--- config.mk ---
export PLATFORM = sky130hd
export DESIGN_NAME = ata_soft_reset_seq
export DESIGN_NICKNAME = d
export VERILOG_FILES = /design/src/rtl/arst_pkg.sv /design/src/rtl/arst_timer.sv /design/src/rtl/arst_port.sv /design/src/rtl/ata_soft_reset_seq.sv
export SDC_FILE = /design/constraint.sdc
export NUM_CORES = 1
export LEC_CHECK = 0
export ABC_AREA = 1
export BUFFER_PORTS_ARGS = -buffer_cell sky130_fd_sc_hd__buf_2
export CAP_MARGIN = 20
export CORE_ASPECT_RATIO = 2
export CORE_MARGIN = 2
export CORE_UTILIZATION = 40
export DETAILED_ROUTE_END_ITERATION = 16
export HOLD_SLACK_MARGIN = 0.15
export PLACE_DENSITY = 0.55
export REMOVE_ABC_BUFFERS = 1
export SYNTH_ARGS = -nofsm -noshare
export SYNTH_HDL_FRONTEND = slang
export SYNTH_SLANG_ARGS = --single-unit
--- constraint.sdc ---
create_clock -name clk -period 3.6 [get_ports clk]
set_clock_uncertainty 0.05 [all_clocks]
set_input_delay 0.72 -clock clk [delete_from_list [all_inputs] [get_ports clk]]
set_output_delay 0.72 -clock clk [all_outputs]
set_load 0.02 [all_outputs]
--- src/rtl/arst_pkg.sv ---
package arst_pkg;

    typedef enum logic [2:0] {
        ST_IDLE,
        ST_SETTLE,
        ST_RD_ISSUE,
        ST_RD_WAIT,
        ST_RST_ON,
        ST_RST_HOLD,
        ST_RST_OFF
    } seq_state_e;

    typedef struct packed {
        seq_state_e state;
        logic       post_rst;
        logic       done;
        logic       err;
    } seq_regs_t;

    localparam logic [7:0] DEVCTL_ASSERT  = 8'h0E;
    localparam logic [7:0] DEVCTL_RELEASE = 8'h0A;
    localparam int unsigned STATUS_OFS    = 7;
    localparam int unsigned DEVCTL_OFS    = 2;
    localparam int unsigned BUSY_BIT      = 7;

endpackage

--- src/rtl/arst_timer.sv ---
module arst_timer #(
    parameter int unsigned W = 8
) (
    input  logic         clk,
    input  logic         rst_n,
    input  logic         load,
    input  logic [W-1:0] load_val,
    output logic         expired
);
    logic [W-1:0] cnt_d, cnt_q;

    always_comb begin
        cnt_d = cnt_q;
        if (load) begin
            cnt_d = load_val;
        end else if (cnt_q != '0) begin
            cnt_d = cnt_q - 1'b1;
        end
    end

    always_ff @(posedge clk or negedge rst_n) begin
        if (!rst_n) cnt_q <= '0;
        else        cnt_q <= cnt_d;
    end

    assign expired = (cnt_q == '0);

endmodule

--- src/rtl/arst_port.sv ---
module arst_port
    import arst_pkg::*;
#(
    parameter int unsigned ADDR_W    = 16,
    parameter logic [ADDR_W-1:0] STAT_ADDR = '0,
    parameter logic [ADDR_W-1:0] CTRL_ADDR = '0
) (
    input  logic              clk,
    input  logic              rst_n,
    input  logic              rd_req,
    input  logic              wr_req,
    input  logic [7:0]        wr_val,
    output logic              rd_valid,
    output logic              stat_busy,
    output logic [ADDR_W-1:0] bus_addr,
    output logic [7:0]        bus_wdata,
    output logic              bus_wr,
    output logic              bus_rd,
    input  logic [7:0]        bus_rdata
);
    typedef struct packed {
        logic [ADDR_W-1:0] addr;
        logic [7:0]        wdata;
        logic              wr;
        logic              rd;
        logic              vld;
    } port_regs_t;

    port_regs_t p_d, p_q;

    always_comb begin
        p_d       = p_q;
        p_d.wr    = 1'b0;
        p_d.rd    = 1'b0;
        p_d.vld   = p_q.rd;
        if (rd_req) begin
            p_d.rd   = 1'b1;
            p_d.addr = STAT_ADDR;
        end else if (wr_req) begin
            p_d.wr    = 1'b1;
            p_d.addr  = CTRL_ADDR;
            p_d.wdata = wr_val;
        end
    end

    always_ff @(posedge clk or negedge rst_n) begin
        if (!rst_n) p_q <= '0;
        else        p_q <= p_d;
    end

    assign bus_addr  = p_q.addr;
    assign bus_wdata = p_q.wdata;
    assign bus_wr    = p_q.wr;
    assign bus_rd    = p_q.rd;
    assign rd_valid  = p_q.vld;
    assign stat_busy = bus_rdata[BUSY_BIT];

    logic unused_rdata;
    assign unused_rdata = ^{bus_rdata[6:0]};

endmodule

--- src/rtl/ata_soft_reset_seq.sv ---
module ata_soft_reset_seq
    import arst_pkg::*;
#(
    parameter int unsigned ADDR_W     = 16,
    parameter logic [ADDR_W-1:0] CMD_BASE  = 16'h01F0,
    parameter logic [ADDR_W-1:0] CTRL_BASE = 16'h03F4,
    parameter int unsigned CYC_PER_US = 100,
    parameter int unsigned SETTLE_US  = 2000,
    parameter int unsigned HOLD_US    = 5,
    parameter int unsigned TIMEOUT_US = 32000000
) (
    input  logic              clk,
    input  logic              rst_n,
    input  logic              start,
    output logic              done,
    output logic              error,
    output logic [ADDR_W-1:0] bus_addr,
    output logic [7:0]        bus_wdata,
    input  logic [7:0]        bus_rdata,
    output logic              bus_wr,
    output logic              bus_rd
);
    localparam longint unsigned SETTLE_CYC = longint'(SETTLE_US) * longint'(CYC_PER_US);
    localparam longint unsigned HOLD_CYC   = longint'(HOLD_US) * longint'(CYC_PER_US);
    localparam longint unsigned TMO_CYC    = longint'(TIMEOUT_US) * longint'(CYC_PER_US);
    localparam longint unsigned DLY_MAX    = (SETTLE_CYC > HOLD_CYC) ? SETTLE_CYC : HOLD_CYC;
    localparam int unsigned DLY_W = $clog2(DLY_MAX + 1) < 1 ? 1 : $clog2(DLY_MAX + 1);
    localparam int unsigned TMO_W = $clog2(TMO_CYC + 1) < 1 ? 1 : $clog2(TMO_CYC + 1);
    localparam logic [ADDR_W-1:0] STAT_ADDR = CMD_BASE + ADDR_W'(STATUS_OFS);
    localparam logic [ADDR_W-1:0] CTRL_ADDR = CTRL_BASE + ADDR_W'(DEVCTL_OFS);

    seq_regs_t s_d, s_q;

    logic             dly_load, dly_exp;
    logic [DLY_W-1:0] dly_val;
    logic             tmo_load, tmo_exp;
    logic             rd_req, wr_req, rd_valid, stat_busy;
    logic [7:0]       wr_val;

    arst_timer #(.W(DLY_W)) u_dly (
        .clk(clk), .rst_n(rst_n), .load(dly_load), .load_val(dly_val), .expired(dly_exp)
    );

    arst_timer #(.W(TMO_W)) u_tmo (
        .clk(clk), .rst_n(rst_n), .load(tmo_load), .load_val(TMO_W'(TMO_CYC)), .expired(tmo_exp)
    );

    arst_port #(.ADDR_W(ADDR_W), .STAT_ADDR(STAT_ADDR), .CTRL_ADDR(CTRL_ADDR)) u_port (
        .clk(clk), .rst_n(rst_n),
        .rd_req(rd_req), .wr_req(wr_req), .wr_val(wr_val),
        .rd_valid(rd_valid), .stat_busy(stat_busy),
        .bus_addr(bus_addr), .bus_wdata(bus_wdata),
        .bus_wr(bus_wr), .bus_rd(bus_rd), .bus_rdata(bus_rdata)
    );

    always_comb begin
        s_d      = s_q;
        s_d.done = 1'b0;
        s_d.err  = 1'b0;
        dly_load = 1'b0;
        dly_val  = '0;
        tmo_load = 1'b0;
        rd_req   = 1'b0;
        wr_req   = 1'b0;
        wr_val   = DEVCTL_ASSERT;
        unique case (s_q.state)
            ST_IDLE: begin
                if (start) begin
                    s_d.state    = ST_SETTLE;
                    s_d.post_rst = 1'b0;
                    dly_load     = 1'b1;
                    dly_val      = DLY_W'(SETTLE_CYC);
                end
            end
            ST_SETTLE: begin
                if (dly_exp) begin
                    s_d.state = ST_RD_ISSUE;
                    tmo_load  = 1'b1;
                end
            end
            ST_RD_ISSUE: begin
                rd_req    = 1'b1;
                s_d.state = ST_RD_WAIT;
            end
            ST_RD_WAIT: begin
                if (rd_valid) begin
                    if (!stat_busy) begin
                        if (s_q.post_rst) begin
                            s_d.done  = 1'b1;
                            s_d.state = ST_IDLE;
                        end else begin
                            s_d.state = ST_RST_ON;
                        end
                    end else if (tmo_exp) begin
                        s_d.err   = 1'b1;
                        s_d.state = ST_IDLE;
                    end else begin
                        s_d.state = ST_RD_ISSUE;
                    end
                end
            end
            ST_RST_ON: begin
                wr_req    = 1'b1;
                wr_val    = DEVCTL_ASSERT;
                dly_load  = 1'b1;
                dly_val   = DLY_W'(HOLD_CYC);
                s_d.state = ST_RST_HOLD;
            end
            ST_RST_HOLD: begin
                if (dly_exp) s_d.state = ST_RST_OFF;
            end
            ST_RST_OFF: begin
                wr_req       = 1'b1;
                wr_val       = DEVCTL_RELEASE;
                dly_load     = 1'b1;
                dly_val      = DLY_W'(SETTLE_CYC);
                s_d.post_rst = 1'b1;
                s_d.state    = ST_SETTLE;
            end
            default: s_d.state = ST_IDLE;
        endcase
    end

    always_ff @(posedge clk or negedge rst_n) begin
        if (!rst_n) s_q <= '{state: ST_IDLE, post_rst: 1'b0, done: 1'b0, err: 1'b0};
        else        s_q <= s_d;
    end

    assign done  = s_q.done;
    assign error = s_q.err;


    irq_masked_chk: assert property (@(posedge clk) disable iff (!rst_n)
        bus_wr |-> (bus_wdata[1] && bus_wdata[3]));


    strobe_excl_chk: assert property (@(posedge clk) disable iff (!rst_n)
        !(bus_rd && bus_wr));


    rd_pulse_chk: assert property (@(posedge clk) disable iff (!rst_n)
        bus_rd |=> !bus_rd);


    done_err_chk: assert property (@(posedge clk) disable iff (!rst_n)
        $onehot0({done, error}));


    done_pulse_chk: assert property (@(posedge clk) disable iff (!rst_n)
        done |=> !done);


    wr_addr_chk: assert property (@(posedge clk) disable iff (!rst_n)
        bus_wr |-> (bus_addr == CTRL_ADDR));


    rd_addr_chk: assert property (@(posedge clk) disable iff (!rst_n)
        bus_rd |-> (bus_addr == STAT_ADDR));

endmodule

After elaboration in Yosys (flattened, before gate mapping)

Index checks and enable logic that the tools add are counted.

Bits in registers: 79
Input port bits: 11
Output and inout port bits: 28
Logic and storage cells: 69

$add $sub $neg: 2
Equality and inequality tests: 10
Muxes and demuxes: 32
Bitwise logic cells: 1
Reductions and logical operators: 13

Operator list:

| cell                                                | count |
|---|---|
| two-way mux 32 bit                                  | 2 |
| two-way mux 18 bit                                  | 3 |
| one-hot mux 18 bit (3 select lines)                 | 1 |
| zero test 32 bit                                    | 1 |
| nonzero test 32 bit                                 | 1 |
| subtractor 32 x 1 -> 32 bit, second input constant  | 1 |
| two-way mux 25 bit                                  | 1 |
| one-hot mux 3 bit (7 select lines)                  | 1 |
| zero test 18 bit                                    | 1 |
| two-way mux 3 bit                                   | 6 |
| nonzero test 18 bit                                 | 1 |
| subtractor 18 x 1 -> 18 bit, second input constant  | 1 |
| two-way mux 16 bit                                  | 1 |
| two-way mux 1 bit                                   | 11 |
| equality test 3 bit, second input constant          | 3 |
| nonzero test 2 bit                                  | 4 |
| equality test 3 x 2 -> 1 bit, second input constant | 2 |
| two-way mux 2 bit                                   | 3 |
| != test 2 bit, second input constant                | 3 |
| two-way mux 4 bit                                   | 1 |
| one-hot mux 1 bit (2 select lines)                  | 2 |
| AND reduction 2 bit                                 | 2 |
| AND reduction 4 bit                                 | 1 |
| equality test 3 x 1 -> 1 bit, second input constant | 1 |
| 4 further kinds                                     | 4 |

Longest topological paths before layout

Word-level depth: 5
Mapped depth: 10
Mapped depth without buffers: 10

Modules after synthesis

A second synthesis with hierarchy kept.

Cell total of the unflattened synthesis: 623
Area total of the unflattened synthesis: 4425.5 µm²

Modules (own cells, without submodules):

| module             | instances | cells an instance | area each (µm²) | sequential area each (µm²) |
|---|---|---|---|---|
| arst_timer (u_tmo) | 1         | 327               | 2199.6          | 800.8 |
| arst_timer (u_dly) | 1         | 180               | 1239.9          | 450.4 |
| arst_port          | 1         | 64                | 626.9           | 350.3 |
| ata_soft_reset_seq | 1         | 52                | 359.1           | 150.1 |

Worst setup path before layout

Ideal clock, no wire load.

Kind: register to register
Start point: register u_tmo.cnt_q[0]
End point: register u_tmo.cnt_q[13]
Library setup time: 0.113 ns
Arrival time: 1.576 ns
Data required time: 3.437 ns
Slack: 1.861 ns
Stages on the path, launching flop included: 11
Buffers on the path: 1
Clock period less this slack: 1.739 ns
Path through: dfrtp_1 inv_1 ha_1 nand2_4 nor2_8 inv_4 nor3_4 nand2_2 buf_6 nand2_1 inv_1

Word-level cells in the longest chain between the ends: 3
Elaborated cells on any way between the ends: 5
Classes of those cells: add/sub: 1; mux: 2; reduce/logical: 2

RTL lines:

| item                        | RTL line         | source |
|---|---|---|
| from (decl)                 | arst_timer.sv:10 | `logic [W-1:0] cnt_d, cnt_q;` |
| from (signal assigned)      | arst_timer.sv:23 | `else cnt_q <= cnt_d;` |
| subtractor 32 x 1 -> 32 bit | arst_timer.sv:17 | `cnt_d = cnt_q - 1'b1;` |
| two-way mux 32 bit          | arst_timer.sv:16 | `end else if (cnt_q != '0) begin` |
| two-way mux 32 bit          | arst_timer.sv:14 | `if (load) begin` |

Several ways; a longest one is shown, not always the timed one. The select of a mux whose other input is x is not followed.
A chain may end at the register's enable or synchronous reset.

Final worst setup path

Start point: register u_dly.cnt_q[0]
End point: register u_tmo.cnt_q[12]

Word-level cells in the longest chain between the ends: 4
Elaborated cells on any way between the ends: 5
Classes of those cells: mux: 3; reduce/logical: 2

RTL lines:

| item                                                     | RTL line                 | source |
|---|---|---|
| from (decl)                                              | arst_timer.sv:10         |  |
| from (signal assigned)                                   | arst_timer.sv:23         |  |
| zero test 18 bit (*)                                     | arst_timer.sv:26         | `assign expired = (cnt_q == '0);` |
| two-way mux 1 bit (*)                                    | ata_soft_reset_seq.sv:76 | `if (dly_exp) begin` |
| two-way mux 1 bit (*)                                    | ata_soft_reset_seq.sv:66 | `unique case (s_q.state)` |
| two-way mux 32 bit or nonzero test 2 bit (tied branches) | n/a                      |  |

Every way passes the cells marked *; elsewhere a longest branch is shown, timed or not.

==> impl_metrics.env <==
export IMPL_nets=582
export IMPL_yosysWarnings=0
export IMPL_synth_ff_type="dfrtp_1"
export IMPL_vias=3386
export IMPL_cts_setup_buffers=0
export IMPL_cap_violations=0
export IMPL_rr_endpoint="u_tmo.cnt_q[12]$_DFFE_PN0P_"
export IMPL_min_from="u_port.bus_rd$_DFF_PN0_"
export IMPL_slew_viol_final=0
export IMPL_post_route_min_period_ns=2.31
export IMPL_gr_total_overflow=0
export IMPL_drive_gt1_share_pct=12.6
export IMPL_worstSetupPathType="reg2reg"
export IMPL_cpMostUsedCell="nor2_1"
export IMPL_rr_startpoint="u_dly.cnt_q[0]$_DFFE_PN0P_"
export IMPL_p_total_mw=3.51
export IMPL_clk_pin_slew_ns=0.05
export IMPL_setup_violations=0
export IMPL_grt_max_degree=36
export IMPL_required_ns=3.81
export IMPL_setup_tns_ns=0
export IMPL_htree_levels=3
export IMPL_holdPathEnd="u_port.rd_valid$_DFF_PN0_"
export IMPL_cts_tree="built"
export IMPL_hold_violations=0
export IMPL_worst_r2r_cell_count=8
export IMPL_cts_buffers=9
export IMPL_tightest_slew_ns=0.832
export IMPL_hold_path_depth=0
export IMPL_rows=51
export IMPL_routed_wl_um=9730
export IMPL_areaGrowthSynthToFinish_pct=10.6
export IMPL_initialDrtViolationCount=155
export IMPL_critPathCaptureType="flop"
export IMPL_io_buffers=19
export IMPL_grt_setup_unrepaired="false"
export IMPL_ant_nets=0
export IMPL_die_h_um=144
export IMPL_postLayoutCoreUtil_pct=45.3
export IMPL_leakage_nw=2.31
export IMPL_cp_max_fo=14
export IMPL_syn_avg_cell_area_um2=7.20
export IMPL_vias_per_cell=4.82
export IMPL_cts_hold_buf=0
export IMPL_synth_edf_count=0
export IMPL_die_x_um=74.2
export IMPL_netlist_area_um2=3940
export IMPL_yosysMostFrequentCell="nand2_1"
export IMPL_gp_congestion=0.917
export IMPL_slew_headroom_pct=44.5
export IMPL_irDropWorstVdd_mv=0.432
export IMPL_grt_usage_pct=19.5
export IMPL_ctsResizeCount=0
export IMPL_cpMaxStageDelayCell="nand2_2"
export IMPL_drc=0
export IMPL_avgRoutedWirePerCell_um=13.8
export IMPL_ys_ff_latch=64
export IMPL_max_freq_mhz=432
export IMPL_firstDrtPassIters=4
export IMPL_clk_latency_ns=0.33
export IMPL_dieArea_um2=10700
export IMPL_ys_top_cells_by_count="nand2_1, nor2_1, inv_1"
export IMPL_grt_pass1_vias=3349
export IMPL_yosys_cell_types_count=37
export IMPL_start_kind="flop"
export IMPL_status="completed"
export IMPL_critical_path_cell_chain="inv_1 > ha_1 > nand4_1 > nor2_1 > nand3_1 > nand2_2 > inv_2 > nor2_1"
export IMPL_antenna_found_initial=0
export IMPL_holdWs_ns=0.320
export IMPL_ys_seq_area_share_pct=40.6
export IMPL_power_density_nw_per_um2=804
export IMPL_initial_utilization_pct=40.9
export IMPL_syn_inst=548
export IMPL_grt_first_pass_wirelength_um=15600
export IMPL_hp_class="reg2reg"
export IMPL_cts_root_buf="clkbuf_16"
export IMPL_post_synth_top_area_cell="dfrtp_1"
export IMPL_async_flop_share_pct=100
export IMPL_clockBufferDepth=2
export IMPL_fin_crit_sh_pct=64.2
export IMPL_ios=39
export IMPL_fillers=1004
export IMPL_dp_hpwl_um=7510
export IMPL_diodes=0
export IMPL_cp_arrival_ns=2.52
export IMPL_synth_area_leaders="dfrtp_1, nand2_1, nor2_1"
export IMPL_netlist_area_leader_share_pct=40.6
export IMPL_slowest_delay_ns=0.51
export IMPL_clkSinkCount=64
export IMPL_r2r_setup_slack_ns=1.29
export IMPL_core_area_um2=9640
flip-flops by register name, indices dropped and copies added, names as in the netlist:
register / flops
done: 1
error: 1
s_q: 4
u_dly.cnt_q: 18
u_port.bus_addr: 3
u_port.bus_rd: 1
u_port.bus_wdata: 2
u_port.bus_wr: 1
u_port.rd_valid: 1
u_tmo.cnt_q: 32
cell type report:
| class | instances | area, um^2 | share of cell area (%) |
|---|---|---|---|
| Multi-Input combinational cell | 389 | 1890 | 43.4 |
| Sequential cell | 64 | 1600 | 36.7 |
| Inverter | 82 | 310 | 7.11 |
| Clock buffer | 9 | 225 | 5.16 |
| Tap cell | 132 | 165 | 3.79 |
| Timing Repair Buffer | 22 | 118 | 2.70 |
| Clock inverter | 5 | 50.0 | 1.15 |
where the power goes:
group          internal, mW  switching, mW
clock network         0.522          0.309
logic                 0.494          0.892
registers             0.997          0.291
cells in the final DEF (no fill, tap or decap), drive strengths merged, types with 2 or more instances in the layout:
cell type / netlist / routed
xnor2: 5 / 5
nor3: 14 / 14
o21bai: 4 / 4
nand2: 128 / 128
nand4: 13 / 13
xor2: 12 / 12
a21oi: 9 / 9
nor2: 117 / 117
o21ai: 10 / 10
dfrtp: 64 / 64
nand3: 51 / 51
buf: 24 / 22
clkbuf: 0 / 9
nand3b: 4 / 4
inv: 81 / 81
or2: 2 / 2
clkinv: 1 / 5
conb: 1 / 12
ha: 3 / 3
per-stage QoR:
step | cells | instance area, um^2 | setup slack [ns]
after floorplan | 535 | 3800 | 1.28
after global placement | 689 | 4090 | 1.27
after detailed placement | 689 | 4090 | 1.26
after CTS | 703 | 4360 | 1.25
after global routing | 703 | 4360 | 1.07
final | 703 | 4360 | 1.29
worst max path at each step:
stage                                     startpoint                           to  slack [ns]  depth (start not counted)
after global routing      u_dly.cnt_q[0]$_DFFE_PN0P_  u_tmo.cnt_q[17]$_DFFE_PN0P_        1.07                          8
after floorplan           u_dly.cnt_q[0]$_DFFE_PN0P_  u_tmo.cnt_q[12]$_DFFE_PN0P_        1.28                          8
after global placement    u_dly.cnt_q[0]$_DFFE_PN0P_  u_tmo.cnt_q[12]$_DFFE_PN0P_        1.27                          8
after detailed placement  u_dly.cnt_q[0]$_DFFE_PN0P_  u_tmo.cnt_q[12]$_DFFE_PN0P_        1.26                          8
final                     u_dly.cnt_q[0]$_DFFE_PN0P_  u_tmo.cnt_q[12]$_DFFE_PN0P_        1.29                          8
after CTS                 u_dly.cnt_q[0]$_DFFE_PN0P_  u_tmo.cnt_q[12]$_DFFE_PN0P_        1.25                          8
cells by family (layout without fill, tap and decap cells):
kind of cell / Yosys count / in the layout / share of synthesized area [%]
flops: 64 / 64 / 40.6
simple gates: 331 / 331 / 38.4
buf+inv: 106 / 118 / 12.5
compound gates: 25 / 25 / 3.49
mux: 1 / 1 / 0.254
other cells: 1 / 12 / 0.0951
xor+xnor: 17 / 17 / 3.78
fa+ha+maj: 3 / 3 / 0.952
routing by layer:
layer	track usage [%]	routed length, um	vias to the layer above
li1	-	-	1716
met1	18.4	3480	1595
met2	37.8	5640	47
met3	2.65	173	28
met4	11.6	443	0
met5	0	0	-
worst max-delay path: cells and delay by family, from the launching register on:
kind	cells	cell delay, ns
AND/OR/NAND/NOR	5	1.30
flip-flops	1	0.37
buffers and inverters	2	0.33
adder cells (fa/ha/maj)	1	0.19
No activity file was read; power rests on OpenSTA's default activity.
